## src/rtl/pmu_pkg.sv

```systemverilog
package pmu_pkg;

    // register addresses
    localparam logic [1:0] ADDR_CTRL = 2'd0;
    localparam logic [1:0] ADDR_CNT  = 2'd1;
    localparam logic [1:0] ADDR_STAT = 2'd2;

    // control field positions
    localparam int LO_SEL_LSB = 0;
    localparam int HI_SEL_LSB = 8;
    localparam int USR_BIT    = 16;
    localparam int SUP_BIT    = 17;
    localparam int HYP_BIT    = 18;
    localparam int IRQ_BIT    = 20;

    typedef enum logic [1:0] {
        PRIV_USER = 2'd0,
        PRIV_SUP  = 2'd1,
        PRIV_HYP  = 2'd2,
        PRIV_OFF  = 2'd3
    } priv_e;

endpackage

```

## src/rtl/pmu_ctx_gate.sv

```systemverilog
module pmu_ctx_gate
    import pmu_pkg::*;
(
    input  logic [1:0] priv_mode,
    input  logic       usr_en,
    input  logic       sup_en,
    input  logic       hyp_en,
    output logic       ctx_ok
);
    always_comb begin
        unique case (priv_e'(priv_mode))
            PRIV_USER: ctx_ok = usr_en;
            PRIV_SUP:  ctx_ok = sup_en;
            PRIV_HYP:  ctx_ok = hyp_en;
            default:   ctx_ok = 1'b0;
        endcase
    end
endmodule

```

## src/rtl/pmu_ev_select.sv

```systemverilog
module pmu_ev_select #(
    parameter int NUM_EV = 64,
    parameter int SEL_W  = $clog2(NUM_EV)
) (
    input  logic [NUM_EV-1:0] ev_in,
    input  logic [SEL_W-1:0]  sel,
    output logic              hit
);
    // topmost index is the idle event and is tied low
    logic [NUM_EV-1:0] ev_live;

    assign ev_live = {1'b0, ev_in[NUM_EV-2:0]};
    assign hit     = ev_live[sel];
endmodule

```

## src/rtl/pmu_cnt_step.sv

```systemverilog
module pmu_cnt_step #(
    parameter int CNT_W = 32,
    localparam int NBYTE = CNT_W / 8
) (
    input  logic [CNT_W-1:0] cur,
    input  logic             wr_en,
    input  logic [NBYTE-1:0] wr_be,
    input  logic [CNT_W-1:0] wr_data,
    input  logic             inc,
    output logic [CNT_W-1:0] nxt,
    output logic             wrap
);
    always_comb begin
        nxt  = cur;
        wrap = 1'b0;
        if (wr_en && (|wr_be)) begin
            for (int b = 0; b < NBYTE; b++) begin
                if (wr_be[b]) nxt[b*8 +: 8] = wr_data[b*8 +: 8];
            end
        end else if (inc) begin
            nxt  = cur + CNT_W'(1);
            wrap = &cur;
        end
    end
endmodule

```

## src/rtl/pmu_dual_ctr.sv

```systemverilog
module pmu_dual_ctr
    import pmu_pkg::*;
#(
    parameter int CNT_W  = 32,
    parameter int NUM_EV = 64
) (
    input  logic                   clk,
    input  logic                   rst_n,
    input  logic                   bus_en,
    input  logic                   bus_we,
    input  logic [1:0]             bus_addr,
    input  logic [(2*CNT_W)/8-1:0] bus_be,
    input  logic [2*CNT_W-1:0]     bus_wdata,
    output logic [2*CNT_W-1:0]     bus_rdata,
    input  logic [1:0]             priv_mode,
    input  logic [NUM_EV-1:0]      ev_in,
    output logic                   irq
);
    localparam int DATA_W  = 2 * CNT_W;
    localparam int BE_W    = DATA_W / 8;
    localparam int HALF_BE = CNT_W / 8;
    localparam int SEL_W   = $clog2(NUM_EV);
    localparam int NCNT    = 2;

    typedef struct packed {
        logic [NCNT-1:0][SEL_W-1:0] sel;
        logic                       usr_en;
        logic                       sup_en;
        logic                       hyp_en;
        logic                       irq_en;
    } ctrl_t;

    typedef struct packed {
        ctrl_t                      ctrl;
        logic [NCNT-1:0][CNT_W-1:0] cnt;
        logic [NCNT-1:0]            ovf;
    } state_t;

    state_t state_d, state_q;

    function automatic logic [DATA_W-1:0] pack_ctrl(ctrl_t c);
        logic [DATA_W-1:0] img;
        img = '0;
        img[LO_SEL_LSB +: SEL_W] = c.sel[0];
        img[HI_SEL_LSB +: SEL_W] = c.sel[1];
        img[USR_BIT] = c.usr_en;
        img[SUP_BIT] = c.sup_en;
        img[HYP_BIT] = c.hyp_en;
        img[IRQ_BIT] = c.irq_en;
        return img;
    endfunction

    // bus decode
    logic wr_any, ctrl_wr, cnt_wr, stat_wr;
    assign wr_any  = bus_en && bus_we;
    assign ctrl_wr = wr_any && (bus_addr == ADDR_CTRL);
    assign cnt_wr  = wr_any && (bus_addr == ADDR_CNT);
    assign stat_wr = wr_any && (bus_addr == ADDR_STAT);

    // shared context qualification
    logic ctx_ok;
    pmu_ctx_gate u_ctx (
        .priv_mode (priv_mode),
        .usr_en    (state_q.ctrl.usr_en),
        .sup_en    (state_q.ctrl.sup_en),
        .hyp_en    (state_q.ctrl.hyp_en),
        .ctx_ok    (ctx_ok)
    );

    // per-counter event pick and step
    logic [NCNT-1:0]            hit, wrap;
    logic [NCNT-1:0][CNT_W-1:0] cnt_nxt;

    for (genvar i = 0; i < NCNT; i++) begin : g_cnt
        pmu_ev_select #(.NUM_EV(NUM_EV), .SEL_W(SEL_W)) u_sel (
            .ev_in (ev_in),
            .sel   (state_q.ctrl.sel[i]),
            .hit   (hit[i])
        );
        pmu_cnt_step #(.CNT_W(CNT_W)) u_step (
            .cur     (state_q.cnt[i]),
            .wr_en   (cnt_wr),
            .wr_be   (bus_be[i*HALF_BE +: HALF_BE]),
            .wr_data (bus_wdata[i*CNT_W +: CNT_W]),
            .inc     (hit[i] && ctx_ok),
            .nxt     (cnt_nxt[i]),
            .wrap    (wrap[i])
        );
    end

    // next-state
    logic [DATA_W-1:0] ctrl_img;
    always_comb begin
        state_d  = state_q;
        ctrl_img = pack_ctrl(state_q.ctrl);
        if (ctrl_wr) begin
            for (int b = 0; b < BE_W; b++) begin
                if (bus_be[b]) ctrl_img[b*8 +: 8] = bus_wdata[b*8 +: 8];
            end
            state_d.ctrl.sel[0] = ctrl_img[LO_SEL_LSB +: SEL_W];
            state_d.ctrl.sel[1] = ctrl_img[HI_SEL_LSB +: SEL_W];
            state_d.ctrl.usr_en = ctrl_img[USR_BIT];
            state_d.ctrl.sup_en = ctrl_img[SUP_BIT];
            state_d.ctrl.hyp_en = ctrl_img[HYP_BIT];
            state_d.ctrl.irq_en = ctrl_img[IRQ_BIT];
        end
        state_d.cnt = cnt_nxt;
        for (int i = 0; i < NCNT; i++) begin
            if (stat_wr && bus_be[0] && bus_wdata[i]) state_d.ovf[i] = 1'b0;
            if (wrap[i]) state_d.ovf[i] = 1'b1;
        end
    end

    always_ff @(posedge clk or negedge rst_n) begin
        if (!rst_n) state_q <= '0;
        else        state_q <= state_d;
    end

    // read view
    always_comb begin
        unique case (bus_addr)
            ADDR_CTRL: bus_rdata = pack_ctrl(state_q.ctrl);
            ADDR_CNT:  bus_rdata = {state_q.cnt[1], state_q.cnt[0]};
            ADDR_STAT: bus_rdata = {{(DATA_W-NCNT){1'b0}}, state_q.ovf};
            default:   bus_rdata = '0;
        endcase
    end

    assign irq = state_q.ctrl.irq_en && (|state_q.ovf);

    // flat views for the bound checker
    logic [CNT_W-1:0] cnt_lo_q, cnt_hi_q;
    logic [NCNT-1:0]  ovf_q;
    logic [SEL_W-1:0] sel_lo_q;
    logic [2:0]       ctx_en_q;
    assign cnt_lo_q = state_q.cnt[0];
    assign cnt_hi_q = state_q.cnt[1];
    assign ovf_q    = state_q.ovf;
    assign sel_lo_q = state_q.ctrl.sel[0];
    assign ctx_en_q = {state_q.ctrl.hyp_en, state_q.ctrl.sup_en, state_q.ctrl.usr_en};

endmodule

```

## config.mk

```make
export PLATFORM = sky130hd
export DESIGN_NAME = pmu_dual_ctr
export DESIGN_NICKNAME = d
export VERILOG_FILES = /design/src/rtl/pmu_pkg.sv /design/src/rtl/pmu_ctx_gate.sv /design/src/rtl/pmu_ev_select.sv /design/src/rtl/pmu_cnt_step.sv /design/src/rtl/pmu_dual_ctr.sv
export SDC_FILE = /design/constraint.sdc
export NUM_CORES = 1
export LEC_CHECK = 0
export BUFFER_PORTS_ARGS = -buffer_cell sky130_fd_sc_hd__buf_2
export CAP_MARGIN = 30
export CORE_MARGIN = 4
export CORE_UTILIZATION = 58
export CTS_BUF_LIST = sky130_fd_sc_hd__clkbuf_4
export DETAILED_ROUTE_END_ITERATION = 10
export HOLD_SLACK_MARGIN = 0.15
export PLACE_DENSITY = 0.95
export SYNTH_ARGS = -nofsm -noshare
export SYNTH_HDL_FRONTEND = slang
export SYNTH_SLANG_ARGS = --single-unit
export TNS_END_PERCENT = 10
```

## constraint.sdc

```tcl
create_clock -name clk -period 6.65 [get_ports clk]
set_input_delay 1.33 -clock clk [delete_from_list [all_inputs] [get_ports clk]]
set_output_delay 1.33 -clock clk [all_outputs]
set_load 0.05 [all_outputs]
```

==> results.yml <==
outcome:
  status: "complete, no violations"
logic_synthesis:
  synth_ff_type: "dfrtp_1"
  synth-seq-cells: 82
  syn-num-nets: 901
  ys_types: 59
  netlist_instances: 755
  async_flop_share_pct: 100
  seq_area_frac_synth_pct: 30.7
  avgSynthCellArea_um2: 8.84
  synth.cell_area_um2: 6670
  synth_warnings: 0
  synth_edf_count: 0
cts:
  cts-resized-gates: 0
  htree_levels: 3
  cts-root-buf: "clkbuf_4"
  post-cts-setup-buffers: 0
  clockBufferDepth: 2
  cts_hold_buf: 0
  tritoncts: "built"
  cts_sinks: 82
  clk_pin_slew_ns: 0.12
  clock_latency_ns: 0.44
  numCtsBuffers: 9
grt:
  antenna_found_initial: 3
  grt-ovfl-total: 0
  grt_pass1_vias: 6625
  grt_util_all_layers_pct: 30.7
  grt_max_degree: 66
  grt_pass1_wl_um: 32800
detailed_routing:
  dr.first_iter.drc_count: 978
  ant_nets: 0
  wl_um: 20700
  drtPass1Iterations: 8
  avgViaCountPerCell: 6.65
  dr_total_vias: 7112
  wl_per_cell_um: 19.4
  drc: 0
job:
  cap_violations: 0
setup_path:
  cp_top_family: "compound AO/OA/AOI/OAI gates"
  r2r_slack_ns: 2.90
  crit_path_start_kind: "input pin"
  arrival_ns: 4.71
  worst_setup_path_end_kind: "flip-flop"
  cp_data_required_time_ns: 6.98
  critPathMaxFanout: 35
  cp_common_cell: "buf_4"
  crit_path_max_incr_delay_ns: 0.79
  crit_buf_inv: 3
  crit_type: "input pin to flip-flop"
  crit_chain: "buf_2 -> and4b_1 -> buf_4 -> o41a_1 -> buf_4 -> a2111oi_0 -> and3_1 -> a31oi_4 -> nand2_2 -> mux2_1"
  cp_slowest_cell: "a31oi_4"
die:
  rows: 38
  fp.dieW_um: 115
  ios: 209
  die_area_um2: 13300
  initial_utilization_pct: 60.5
  die_h_um: 115
  core_um2: 11000
sta:
  slew_headroom_pct: 32.9
  fmax_mhz: 228
  layout_min_cycle_time_ns: 4.38
  finClkSkew_ns: 0.0173
  hold_viol: 0
  maxSlewViolCount: 0
  setup_violations: 0
  rsz0062_at_grt: "no"
  worstMarginPinSlew_ns: 1.01
  setup_tns_ns: 0
  timing.final.ws_setup_ns: 2.27
  post-route-period-util_pct: 65.9
placed_design:
  pre_cts_slack_ns: 1.92
  dp_hpwl_um: 15400
  port_buffers: 207
  postPlaceCellArea_um2: 7690
  gp_congestion: 0.929
pwr:
  power.total_mw: 2.21
  p_leak_nw: 3.42
  p_per_area_nw_per_um2: 283
  vdd_drop_max_mv: 0.192
layout:
  syn_to_final_growth_pct: 17.1
  layout-drive-gt1-share_pct: 31.9
  fin_nets: 1069
  final_cell_area_um2: 7810
worst_hold_path:
  worstHoldPathType: "flip-flop to flip-flop"
==> flip-flops by register name (all words and copies together) (netlist names) <==
register / flops
state_q: 7
cnt_lo_q: 32
ctx_en_q: 3
sel_lo_q: 6
ovf_q: 2
cnt_hi_q: 32
==> area by class of cell <==
type                            instances  area [µm²]
Inverter                                5        18.8
Clock buffer                           13        97.6
Timing Repair Buffer                  215        1100
Antenna cell                            2        5.00
Sequential cell                        82        2050
Tap cell                              140         175
Clock inverter                          3        16.3
Fill cell                             856        3220
Multi-Input combinational cell        610        4350
==> synth_stat cells (7+ instances only) <==
master     count  share of area [%]
nor2_1        61                3.4
a2bb2oi_1     22                2.9
mux2i_1       35                5.2
a22oi_1        8               0.90
dfrtp_1       82                 31
mux2_2        19                3.2
nand2_1       70                3.9
clkbuf_1      33                1.9
buf_2         12               0.90
o22a_1        16                2.1
nand4_1       15                1.4
o21ai_0       25                1.9
and3_1        13                1.2
o2bb2a_1       7                1.0
o22ai_1       26                2.4
mux4_2        28                9.4
a221oi_1       7               0.92
nand3_1       28                2.1
a21oi_1       68                5.1
nor3_1        18                1.3
a31oi_1       18                1.7
and2_1        58                5.4
==> placed cells by master, fill, tap and decap left out, types with 15 or more instances in the layout <==
cell / count
a21oi_1: 68
a2bb2oi_1: 22
a31oi_1: 18
and2_1: 58
buf_2: 206
dfrtp_1: 82
mux2_2: 19
mux2i_1: 35
mux4_2: 28
nand2_1: 70
nand3_1: 28
nand4_1: 15
nor2_1: 61
nor3_1: 18
o21ai_0: 25
o22a_1: 16
o22ai_1: 26
==> power by group <==
part | total, mW | internal [mW] | switching (mW)
sequential | 0.986 | 0.685 | 0.301
combinational | 0.965 | 0.428 | 0.538
clock | 0.262 | 0.0924 | 0.170
total | 2.21 | 1.21 | 1.01
==> cells by family (layout without fill, tap and decap cells) <==
group | Yosys count | after routing | share of synthesized area, %
AOI/OAI and AO/OA | 232 | 232 | 24.2
adders and majority gates | 2 | 2 | 0.375
buffers and inverters | 63 | 236 | 4.33
DFF | 82 | 82 | 30.7
muxes | 83 | 83 | 18.1
other | 0 | 2 | 0
and+or+nand+nor | 293 | 293 | 22.3
==> worst paths after layout <==
check / depth (start not counted) / end / startpoint
min: 1 / cnt_lo_q[28]$_DFFE_PN0P_ / cnt_lo_q[28]$_DFFE_PN0P_
min in group asynchronous: 1 / cnt_hi_q[27]$_DFFE_PN0P_ / rst_n
max: 10 / cnt_hi_q[1]$_DFFE_PN0P_ / bus_addr[0]
max in group asynchronous: 2 / cnt_lo_q[15]$_DFFE_PN0P_ / rst_n
min reg2reg: 1 / cnt_lo_q[28]$_DFFE_PN0P_ / cnt_lo_q[28]$_DFFE_PN0P_
max reg2reg: 8 / cnt_lo_q[9]$_DFFE_PN0P_ / sel_lo_q[1]$_DFFE_PN0P_
==> metrics by stage <==
step	hold slack (ns)	util, %	cells
6_report	0.516	70.8	1070
5_1_grt	0.546	70.8	1070
4_1_cts	0.519	70.8	1068
3_5_place_dp	0.492	69.8	1052
3_3_place_gp	0.488	69.8	1052
2_1_floorplan	0.466	-	755
==> per-layer routing <==
| layer | wire length [µm] | vias up | GRT usage, % | part of all wire (%) |
|---|---|---|---|---|
| met5 | 8 | - | 0 | 0.039 |
| met4 | 712 | 2 | 11.8 | 3.4 |
| met3 | 2230 | 69 | 7.42 | 11 |
| met2 | 9890 | 483 | 48.6 | 48 |
| met1 | 7870 | 3320 | 41.0 | 38 |
| li1 | - | 3238 | - | - |
Note: power is estimated with default switching activity, not from simulation.
